--- src/rtl/tmr_irq_pkg.sv ---
package tmr_irq_pkg;

    typedef enum logic [0:0] {
        TMR_IDLE = 1'b0,
        TMR_RUN  = 1'b1
    } tmr_state_e;

    localparam logic [2:0] A_CTRL   = 3'd0;
    localparam logic [2:0] A_IRQEN  = 3'd1;
    localparam logic [2:0] A_FIRQEN = 3'd2;
    localparam logic [2:0] A_CNTHI  = 3'd3;
    localparam logic [2:0] A_CNTLO  = 3'd4;

    localparam int N_CAUSE = 6;
    localparam int TMR_BIT = 5;

    localparam int CTRL_IRQ_OE  = 0;
    localparam int CTRL_FIRQ_OE = 1;
    localparam int CTRL_SLOW    = 2;

endpackage

--- src/rtl/tmr_countdown.sv ---
module tmr_countdown
    import tmr_irq_pkg::*;
#(
    parameter int CNT_W = 12
) (
    input  logic             clk,
    input  logic             rst_n,
    input  logic             load,
    input  logic [CNT_W-1:0] load_val,
    input  logic [CNT_W-1:0] reload_val,
    input  logic             tick,
    output logic             expire,
    output tmr_state_e       state,
    output logic [CNT_W-1:0] count
);

    localparam logic [CNT_W-1:0] ONE  = CNT_W'(1);
    localparam logic [CNT_W-1:0] ZERO = '0;

    tmr_state_e       state_q, state_d;
    logic [CNT_W-1:0] count_q, count_d;

    // output process: expiry strobe
    always_comb begin
        expire = (state_q == TMR_RUN) && tick && (count_q == ONE) && !load;
    end

    // next-state and next-count
    always_comb begin
        state_d = state_q;
        count_d = count_q;
        if (load) begin
            count_d = load_val;
            state_d = (load_val == ZERO) ? TMR_IDLE : TMR_RUN;
        end else begin
            unique case (state_q)
                TMR_IDLE: begin
                    state_d = TMR_IDLE;
                end
                TMR_RUN: begin
                    if (expire) begin
                        count_d = reload_val;
                        state_d = (reload_val == ZERO) ? TMR_IDLE : TMR_RUN;
                    end else if (tick) begin
                        count_d = count_q - ONE;
                    end
                end
                default: state_d = TMR_IDLE;
            endcase
        end
    end

    // state register
    always_ff @(posedge clk or negedge rst_n) begin
        if (!rst_n) begin
            state_q <= TMR_IDLE;
            count_q <= ZERO;
        end else begin
            state_q <= state_d;
            count_q <= count_d;
        end
    end

    assign state = state_q;
    assign count = count_q;

endmodule

--- src/rtl/irq_pending.sv ---
module irq_pending
    import tmr_irq_pkg::*;
#(
    parameter int NC = N_CAUSE
) (
    input  logic          clk,
    input  logic          rst_n,
    input  logic [NC-2:0] src_in,
    input  logic          tmr_set,
    input  logic          tmr_clr,
    input  logic [NC-2:0] rd_clr,
    output logic [NC-1:0] pend
);

    logic [NC-2:0] src_q;
    logic [NC-2:0] rise;
    logic [NC-1:0] pend_q;

    always_ff @(posedge clk or negedge rst_n) begin
        if (!rst_n) src_q <= '0;
        else        src_q <= src_in;
    end

    assign rise = src_in & ~src_q;

    for (genvar i = 0; i < NC - 1; i++) begin : g_ext
        always_ff @(posedge clk or negedge rst_n) begin
            if (!rst_n)         pend_q[i] <= 1'b0;
            else if (rise[i])   pend_q[i] <= 1'b1;
            else if (rd_clr[i]) pend_q[i] <= 1'b0;
        end
    end

    always_ff @(posedge clk or negedge rst_n) begin
        if (!rst_n)       pend_q[NC-1] <= 1'b0;
        else if (tmr_set) pend_q[NC-1] <= 1'b1;
        else if (tmr_clr) pend_q[NC-1] <= 1'b0;
    end

    assign pend = pend_q;

endmodule

--- src/rtl/tmr_irq_router.sv ---
module tmr_irq_router
    import tmr_irq_pkg::*;
#(
    parameter int CNT_W = 12
) (
    input  logic       clk,
    input  logic       rst_n,
    input  logic       wr_en,
    input  logic       rd_en,
    input  logic [2:0] addr,
    input  logic [7:0] wdata,
    output logic [7:0] rdata,
    input  logic       tick_fast,
    input  logic       tick_slow,
    input  logic [4:0] src_in,
    output logic       irq_n,
    output logic       firq_n
);

    localparam int HI_W = CNT_W - 8;
    localparam int NC   = N_CAUSE;

    logic [2:0]       ctrl_q;
    logic [NC-1:0]    irq_en_q, firq_en_q;
    logic [HI_W-1:0]  rl_hi_q;
    logic [7:0]       rl_lo_q;
    logic [CNT_W-1:0] reload_cur, load_val;
    logic             load, tick, expire, tmr_clr;
    logic [NC-2:0]    rd_clr;
    logic [NC-1:0]    pend;
    tmr_state_e       tmr_state;
    logic [CNT_W-1:0] tmr_count;

    always_ff @(posedge clk or negedge rst_n) begin
        if (!rst_n) begin
            ctrl_q    <= '0;
            irq_en_q  <= '0;
            firq_en_q <= '0;
            rl_hi_q   <= '0;
            rl_lo_q   <= '0;
        end else if (wr_en) begin
            unique case (addr)
                A_CTRL:   ctrl_q    <= wdata[2:0];
                A_IRQEN:  irq_en_q  <= wdata[NC-1:0];
                A_FIRQEN: firq_en_q <= wdata[NC-1:0];
                A_CNTHI:  rl_hi_q   <= wdata[HI_W-1:0];
                A_CNTLO:  rl_lo_q   <= wdata;
                default:  ;
            endcase
        end
    end

    assign reload_cur = {rl_hi_q, rl_lo_q};
    assign load       = wr_en && (addr == A_CNTHI);
    assign load_val   = {wdata[HI_W-1:0], rl_lo_q};
    assign tick       = ctrl_q[CTRL_SLOW] ? tick_slow : tick_fast;

    always_comb begin
        tmr_clr = 1'b0;
        if (wr_en && !wdata[TMR_BIT]) begin
            if (addr == A_IRQEN  && irq_en_q[TMR_BIT])  tmr_clr = 1'b1;
            if (addr == A_FIRQEN && firq_en_q[TMR_BIT]) tmr_clr = 1'b1;
        end
    end

    always_comb begin
        rd_clr = '0;
        if (rd_en) begin
            if (addr == A_IRQEN)  rd_clr = irq_en_q[NC-2:0];
            if (addr == A_FIRQEN) rd_clr = firq_en_q[NC-2:0];
        end
    end

    always_comb begin
        unique case (addr)
            A_CTRL:   rdata = {5'b0, ctrl_q};
            A_IRQEN:  rdata = {{(8-NC){1'b0}}, pend & irq_en_q};
            A_FIRQEN: rdata = {{(8-NC){1'b0}}, pend & firq_en_q};
            A_CNTHI:  rdata = {{(8-HI_W){1'b0}}, rl_hi_q};
            A_CNTLO:  rdata = rl_lo_q;
            default:  rdata = 8'h00;
        endcase
    end

    tmr_countdown #(.CNT_W(CNT_W)) u_tmr (
        .clk        (clk),
        .rst_n      (rst_n),
        .load       (load),
        .load_val   (load_val),
        .reload_val (reload_cur),
        .tick       (tick),
        .expire     (expire),
        .state      (tmr_state),
        .count      (tmr_count)
    );

    irq_pending #(.NC(NC)) u_pend (
        .clk     (clk),
        .rst_n   (rst_n),
        .src_in  (src_in),
        .tmr_set (expire),
        .tmr_clr (tmr_clr),
        .rd_clr  (rd_clr),
        .pend    (pend)
    );

    assign irq_n  = ~(ctrl_q[CTRL_IRQ_OE]  & |(pend & irq_en_q));
    assign firq_n = ~(ctrl_q[CTRL_FIRQ_OE] & |(pend & firq_en_q));

endmodule

--- config.mk ---
export PLATFORM = sky130hd
export DESIGN_NAME = tmr_irq_router
export DESIGN_NICKNAME = d
export VERILOG_FILES = /design/src/rtl/tmr_irq_pkg.sv /design/src/rtl/tmr_countdown.sv /design/src/rtl/irq_pending.sv /design/src/rtl/tmr_irq_router.sv
export SDC_FILE = /design/constraint.sdc
export NUM_CORES = 1
export LEC_CHECK = 0
export CELL_PAD_IN_SITES_DETAIL_PLACEMENT = 1
export CELL_PAD_IN_SITES_GLOBAL_PLACEMENT = 2
export CORE_MARGIN = 4
export CORE_UTILIZATION = 36
export CTS_CLUSTER_DIAMETER = 200
export DETAILED_ROUTE_END_ITERATION = 10
export GPL_TIMING_DRIVEN = 0
export PLACE_DENSITY_LB_ADDON = 0.15
export SLEW_MARGIN = 20
export SYNTH_ARGS = -nofsm -noshare
export SYNTH_HDL_FRONTEND = slang
export SYNTH_SLANG_ARGS = --single-unit
--- constraint.sdc ---
create_clock -name clk -period 2.1 [get_ports clk]
set_input_delay 0.63 -clock clk [delete_from_list [all_inputs] [get_ports clk]]
set_output_delay 0.63 -clock clk [all_outputs]
set_load 0.01 [all_outputs]
Yosys cells after proc, flatten, opt, wreduce, memory -nomap -nowiden --
Index checks and enable logic that the tools add are counted.
Operators by class: equality and inequality tests 5, mux-type cells 29, add/sub/neg operators 1, bitwise operators 9, reductions and logical operators 28
Operators by type and width (number):
- $mux W12 | 4
- $pmux W8 S5 | 1
- $logic_not A12 Y1 | 2
- $mux W1 | 20
- $mux W5 | 3
- $reduce_bool A2 Y1 | 7
- $and A6 B6 Y6 | 2
- $eq A12 B1 Y1 const B | 1
- $reduce_and A2 Y1 | 6
- $reduce_or A6 Y1 | 2
- $sub A12 B1 Y12 const B | 1
- $logic_and A1 B1 Y1 | 7
- $eq A3 B2 Y1 const B | 2
- $and A5 B5 Y5 | 1
- $not A5 Y5 | 1
- $eq A3 B1 Y1 const B | 1
- $eq A3 B3 Y1 const B | 1
- $logic_not A3 Y1 | 1
- $not A1 Y1 | 3
- $reduce_bool A3 Y1 | 1
- $and A1 B1 Y1 | 2
- $logic_not A1 Y1 | 2
- $pmux W1 S2 | 1
Word-level totals: logic and storage cells 86, output and inout bits 10, bits of input ports 22, bits in registers 51

Depth between registers and ports, before layout --
Gate-level depths: netlist of the first run.
word-level depth 7, gate-level depth with buffers 7, gate-level depth less buffers 6

Modules after synthesis --
From an unflattened synthesis of the first run, not the netlist that was laid out.
Unflattened totals: cells, all modules 277, area, all modules 2865.2 um^2
By module, submodules not included:
- tmr_irq_router | cells an instance 121, seq. area each 675.6 um^2, area an instance 1422.6 um^2, times used 1
- tmr_countdown | cells an instance 128, seq. area each 325.3 um^2, area an instance 1062.3 um^2, times used 1
- irq_pending | cells an instance 28, seq. area each 275.3 um^2, area an instance 380.4 um^2, times used 1

Worst setup path before layout of the first run --
OpenSTA, ideal clock, no wires.
path kind in2out, start in addr[2], end out rdata[0], arrival 1392 ps, slack 78 ps, buffers on the path 0, data required time 1470 ps, stages on the path 3, path through inv_1 > nor3_1 > a221o_1
On the way: cells in the longest elaborated chain, start to end 2, elaborated cells on any way between the ends 6, classes of those cells eq/ne: 4; mux: 1; reduce/logical: 1
Ends and longest elaborated chain:
- from (decl) | line tmr_irq_router.sv:10 | input logic [2:0] addr,
- $eq A3 B3 Y1, or another cell as far along | line tmr_irq_router.sv:75 | unique case (addr)
- $pmux W8 S5 * | line tmr_irq_router.sv:75
- to (decl) | line tmr_irq_router.sv:12 | output logic [7:0] rdata,
Every way passes the cells marked *; elsewhere a longest branch is shown, timed or not.

Worst setup path after layout of the first run --
start in addr[1], end out rdata[4]
Same word-level chain as after synthesis.

==> results of run 1 <==
-- layout make-up --
| type | instances | area, sq um | area share [%] |
|---|---|---|---|
| plain buffers | 7 | 57.6 | 1.57 |
| clock buffers | 5 | 68.8 | 1.88 |
| clock inverters | 2 | 37.5 | 1.03 |
| inverters | 8 | 30.0 | 0.822 |
| multi-input cells | 180 | 1410 | 38.7 |
| flip-flops and latches | 51 | 1280 | 34.9 |
| well taps | 96 | 120 | 3.29 |
| repair buffers | 70 | 651 | 17.8 |
-- layer usage --
layer / track usage [%] / vias up / routed length (um)
met5: 0 / - / 0
met4: 2.89 / 0 / 59
met3: 3.14 / 4 / 289
met2: 31.5 / 39 / 4030
met1: 28.8 / 1181 / 4080
li1: - / 1077 / -
-- worst register-to-register path: cells and delay by family, from the launching register on --
family | cells | cell delay, ns
buf+inv | 1 | 0.18
simple gates | 3 | 0.67
compound gates | 2 | 0.51
flops | 1 | 0.47
-- worst max-delay path by stage --
| stage | slack (ns) | endpoint | cells after the start |
|---|---|---|---|
| finish | -0.24 | rdata[4] | 8 |
| global route | -0.28 | rdata[4] | 8 |
| CTS | -0.22 | rdata[2] | 7 |
| detailed placement | -1.39 | rdata[3] | 6 |
| global placement | -1.40 | rdata[1] | 5 |
| floorplan | 0.08 | rdata[0] | 3 |
-- cells in the mapped netlist, types with 3 or more instances --
| cell | number |
|---|---|
| inv_1 | 8 |
| a22o_1 | 7 |
| a22oi_1 | 17 |
| dfrtp_1 | 51 |
| nor2_1 | 21 |
| a21oi_1 | 3 |
| o21a_1 | 3 |
| and3_1 | 7 |
| nand3_1 | 10 |
| nor3_1 | 6 |
| nand2_1 | 32 |
| o21ai_0 | 3 |
| a221o_1 | 4 |
| mux2_2 | 24 |
| a32oi_1 | 3 |
| buf_2 | 3 |
-- logic make-up (layout without fill, tap and decap cells) --
group | count (synthesis) | count (layout) | synth area share (%)
mux | 26 | 26 | 11.0
simple gates | 92 | 92 | 18.1
xor+xnor | 2 | 2 | 0.665
flops | 51 | 51 | 48.4
compound gates | 58 | 58 | 18.2
fa+ha+maj | 2 | 2 | 0.949
buf+inv | 15 | 92 | 2.71
-- registers in the layout, indices dropped and copies added, names as in the netlist --
| register | flops |
|---|---|
| ctrl_q | 3 |
| u_pend.src_q | 5 |
| rl_lo_q | 8 |
| u_tmr.count | 12 |
| firq_en_q | 6 |
| irq_en_q | 6 |
| u_tmr.state | 1 |
| u_pend.pend | 6 |
| rl_hi_q | 4 |
-- per-stage QoR --
step                      setup TNS, ns  util [%]  total power, mW
after floorplan                       0         -             1.89
after detailed placement         -30.01      44.1             2.22
after global routing              -1.56      52.6             3.21
final                             -1.33      52.6             3.03
after CTS                         -1.42      50.7             2.99
after global placement           -92.00      44.2             2.19
-- what timing repair did --
item                                    4_1_cts  5_1_grt
setup buffers                                33        7
endpoints found under the setup margin       46       13
resized for setup                            81       25
pin swaps                                    15       18
-- power by group --
| part | leakage [nW] | switching (mW) | internal [mW] |
|---|---|---|---|
| combinational | 0.951 | 0.396 | 0.465 |
| clock | 0.0502 | 0.327 | 0.349 |
| sequential | 0.585 | 0.300 | 1.19 |
==> results.toml, run 1 <==
[status]
status = "complete, but fails checks"
violations = "negative setup slack"

[pwr]
p_leak_nw = 1.59
max-vdd-ir-drop_mv = 0.338
power_density_mw_per_mm2 = 828

[setup_path]
end_kind = "output port"
critical_path.max_fanout = 6
crit_buf_inv = 4
crit_chain = "buf_12 > nor2b_4 > buf_6 > buf_6 > a22oi_2 > nor2_2 > a22o_1 > buf_2"
startpoint_type = "input port"
r2r_cells = 6
crit_required_ns = 1.47
cp_top_family = "buffers and inverters"
worstSetupPathType = "input port to output port"
cp_slowest_cell = "a22oi_2"
r2r_slack_ns = 0.17
cpPeakStageDelay_ns = 0.21
crit_top_cell = "buf_6"
crit_start = "addr[1]"
arrival_ns = 1.71
r2r-end = "u_tmr.count[0]"
r2r_start = "u_tmr.count[9]"

[floorplanning]
row_count = 30
die_area_sq_mm = 0.00876
start_util_pct = 38.0
pin_count = 32
core_area_sq_mm = 0.00694
chipWidth_um = 93.6
die_h_um = 93.6

[finish]
final_area_sq_mm = 0.00365
areaGrowthSynthToFinish_pct = 38.6
fin_cells = 419
mostFrequentLayoutCell = "dfrtp_1"
layout_common_cells = "dfrtp_1 (51), nand2_1 (30), mux2_2 (24)"
nNetsFinal = 347
n_fill_cell = 770
diodes = 0
layout-drive-gt1-share_pct = 37.8

[route]
vias_per_cell = 5.49
routed_wirelength_um = 8460
avgRoutedWirePerCell_um = 20.2
num_vias = 2301
post-route-drc-count = 0
drt_iter0_drc = 89
dr.pass1.iters = 4
drtAntennaViolNets = 0

[timing]
hold_viol = 0
period_needed_ns = 2.34
skew_ns = 0.00760
rsz0062_at_grt = "true"
worstMarginPinSlew_ns = 0.674
finalSetupViolations = 7
maxSlewViolCount = 0
worst_slack_ns = -0.242
min_period_over_period_pct = 112
fin_hold_ws_ns = 0.354
slew_headroom_pct = 55.0
max_freq_ghz = 0.427

[clock_tree]
clk_latency_ns = 0.30
root_buffer = "clkbuf_8"
cts_made_buffers = 5
ctsHtreeMaxLevel = 2
cts_buffer_depth = 2
clk_pin_slew_worst_paths_ns = 0.09
cts_tree = "yes"
clock-sinks = 51
hold_buffers = 0

[synthesis]
yosys_warnings = 0
synth_area_per_cell_sq_um = 10.7
synth_flop_cell = "dfrtp_1"
synth_top_cell_by_area = "dfrtp_1"
ys_top_cells_by_area = "dfrtp_1 (48%), mux2_2 (10%), a22oi_1 (4.8%), nand2_1 (4.6%), nor2_1 (3.0%)"
ys_ff_latch = 51
synth-seq-area-share_pct = 48.4
syn_area_sq_mm = 0.00264
synth.distinct_cells = 50
synth_top_area_share_pct = 48.4
ys_async_sr_fraction_pct = 100
synth-edff-count = 0
syn_inst = 246
syn_nets = 270

[global_route]
grt_pass1_wl_um = 13500
grt_pass1_vias = 2447
antenna_found_initial = 0
grt.total_usage_pct = 19.8
grt_max_degree = 52
overflow = 0

[placed_design]
dp_cells = 373
hpwl_um = 5480
place_congestion = 0.802
preCtsSetupSlack_ns = -1.39
post_dp_cell_area_sq_mm = 0.00306
port_buffers = 31

[job]
max-cap-violations = 0

[worst_hold_path]
min_path_type = "input port to asynchronous set/reset pin"
Power figures use the tool's default switching activity.
==> run 2: changes to the inputs <==
--- a/config.mk
+++ b/config.mk
@@ -7,7 +7,6 @@
 export LEC_CHECK = 0
 export CELL_PAD_IN_SITES_DETAIL_PLACEMENT = 1
 export CELL_PAD_IN_SITES_GLOBAL_PLACEMENT = 2
-export CORE_MARGIN = 4
 export CORE_UTILIZATION = 36
 export CTS_CLUSTER_DIAMETER = 200
 export DETAILED_ROUTE_END_ITERATION = 10
==> results.toml, run 2 (synthesis gave the netlist of run 1 again) <==
[pwr]
switchingPower_mw = 1.05
max-vdd-ir-drop_mv = 0.353
p_leak_nw = 1.68
switching_share_pct = 34.1
p_int_mw = 2.03
combPwrFrac_pct = 29.3
power_density_mw_per_mm2 = 821
seqPwrFrac_pct = 48.0
clockPowerShare_pct = 22.6
power_mw = 3.09

[finish]
nNetsFinal = 364
layout_common_cells = "dfrtp_1 (51), buf_4 (48), nand2_1 (28)"
diodes = 0
largest_reg_flops = 12
areaGrowthSynthToFinish_pct = 42.6
layout-drive-gt1-share_pct = 41.5
final_util_pct = 54.1
mostFrequentLayoutCell = "dfrtp_1"

[clock_tree]
ctsHtreeMaxLevel = 2
clk_latency_ns = 0.32
cts_buffer_depth = 2
hold_buffers = 0
clock-sinks = 51
clk_pin_slew_worst_paths_ns = 0.10
root_buffer = "clkbuf_8"
cts_made_buffers = 5
cts_tree = "yes"

[timing]
max_freq_ghz = 0.413
worstMarginPinSlew_ns = 0.683
finalSetupViolations = 8
min_period_over_period_pct = 115
fin_hold_ws_ns = 0.339
rsz0062_at_grt = "true"
maxSlewViolCount = 0
period_needed_ns = 2.42
slew_headroom_pct = 54.5
worst_slack_ns = -0.322
skew_ns = 0.00478
hold_viol = 0

[global_route]
antenna_found_initial = 0
overflow = 0
grt_pass1_wl_um = 13500
grt_pass1_vias = 2438
grt.total_usage_pct = 24.3
grt_max_degree = 52

[route]
drt_iter0_drc = 115
dr.pass1.iters = 4
vias_per_cell = 5.52
drtAntennaViolNets = 0
num_vias = 2406
avgRoutedWirePerCell_um = 20.3
post-route-drc-count = 0
routed_wirelength_um = 8830

[setup_path]
end_kind = "output port"
crit_required_ns = 1.47
crit_chain = "buf_12 > nor2b_4 > buf_6 > a22oi_2 > nor2_2 > a221o_1 > buf_2"
worstSetupPathType = "input port to output port"
cp_top_family = "compound AO/OA/AOI/OAI gates"
startpoint_type = "input port"
crit_buf_inv = 3
cp_slowest_cell = "a221o_1"
cpPeakStageDelay_ns = 0.34
critical_path.max_fanout = 5
arrival_ns = 1.79

[job]
max-cap-violations = 0

[placed_design]
hpwl_um = 5400
preCtsSetupSlack_ns = -1.40
port_buffers = 31
place_congestion = 0.825

[floorplanning]
chipWidth_um = 87.6
die_area_sq_mm = 0.00767
start_util_pct = 38.0
pin_count = 32
die_h_um = 87.6
core_area_sq_mm = 0.00694
row_count = 30

[worst_hold_path]
min_path_type = "input port to asynchronous set/reset pin"

[status]
violations = "negative setup slack"
status = "complete, but fails checks"
-- run 2: changes by cell type in the layout (fill, tap and decap cells not counted), moves of 2 or more --
| cell | delta |
|---|---|
| buf_4 | +26 |
| buf_6 | -9 |
| nand2_1 | -2 |
| nand2_2 | +2 |
-- run 2: final cells by class --
type / instances / area (sq um)
Fill cell: 766 / 3190
Multi-Input combinational cell: 180 / 1420
Sequential cell: 51 / 1280
Timing Repair Buffer: 87 / 753
Tap cell: 96 / 120
Clock buffer: 5 / 68.8
Buffer: 7 / 55.1
Clock inverter: 2 / 37.5
Inverter: 8 / 30.0
-- run 2: worst register-to-register path: cells and delay by family, from the launching register on --
| kind | cells | cell delay (ns) |
|---|---|---|
| and+or+nand+nor | 3 | 0.71 |
| DFF | 1 | 0.48 |
| AOI/OAI and AO/OA | 2 | 0.52 |
| buffers and inverters | 1 | 0.18 |
-- run 2: path summary, 6_finish.rpt --
path | start | cells past startpoint | end | slack (ns)
worst max-delay path | addr[1] | 7 | rdata[1] | -0.32
worst min-delay path | rst_n | 1 | u_tmr.count[6] | 0.34
worst max register to register | u_tmr.count[8] | 6 | u_tmr.count[0] | 0.12
worst min register to register | ctrl_q[1] | 1 | ctrl_q[1] | 0.57
max in group asynchronous | rst_n | 1 | rl_lo_q[3] | 1.30
min in group clk | ctrl_q[1] | 1 | ctrl_q[1] | 0.57
-- run 2: stage by stage --
step | setup TNS [ns] | cell area, sq um | std cells
after floorplan | 0 | 2640 | 246
after global placement | -90.95 | 3070 | 373
after detailed placement | -30.89 | 3060 | 373
after CTS | -1.10 | 3690 | 433
after global routing | -1.71 | 3760 | 436
final | -1.39 | 3760 | 436
-- run 2: power groups by stage --
stage	Combinational (mW)	Clock, mW	Sequential [mW]
3_3_place_gp	0.722	0	1.47
4_1_cts	0.867	0.710	1.47
3_5_place_dp	0.738	0	1.48
5_1_grt	0.987	0.748	1.51
6_report	0.905	0.699	1.48
2_1_floorplan	0.506	0	1.39
-- run 2: routing by layer --
metal	share of wire [%]	vias up	GRT usage, %
li1	-	1113	-
met1	46	1215	33.0
met2	47	61	38.3
met3	3.8	17	4.43
met4	3.0	0	10.1
met5	0	-	0
-- run 2: timing repair --
item,in CTS,in global routing
buffers inserted,58,8
endpoints found under the setup margin,47,18
pin swaps,19,19
resized for setup,83,17
endpoints found under the hold margin,0,0
gates cloned,0,0
==> run 3: changes to the inputs <==
--- a/config.mk
+++ b/config.mk
@@ -8,7 +8,6 @@
 export CELL_PAD_IN_SITES_DETAIL_PLACEMENT = 1
 export CELL_PAD_IN_SITES_GLOBAL_PLACEMENT = 2
 export CORE_UTILIZATION = 36
-export CTS_CLUSTER_DIAMETER = 200
 export DETAILED_ROUTE_END_ITERATION = 10
 export GPL_TIMING_DRIVEN = 0
 export PLACE_DENSITY_LB_ADDON = 0.15
==> results of run 3 <==
Final layout, timing and power as in run 2 (identical DEF).
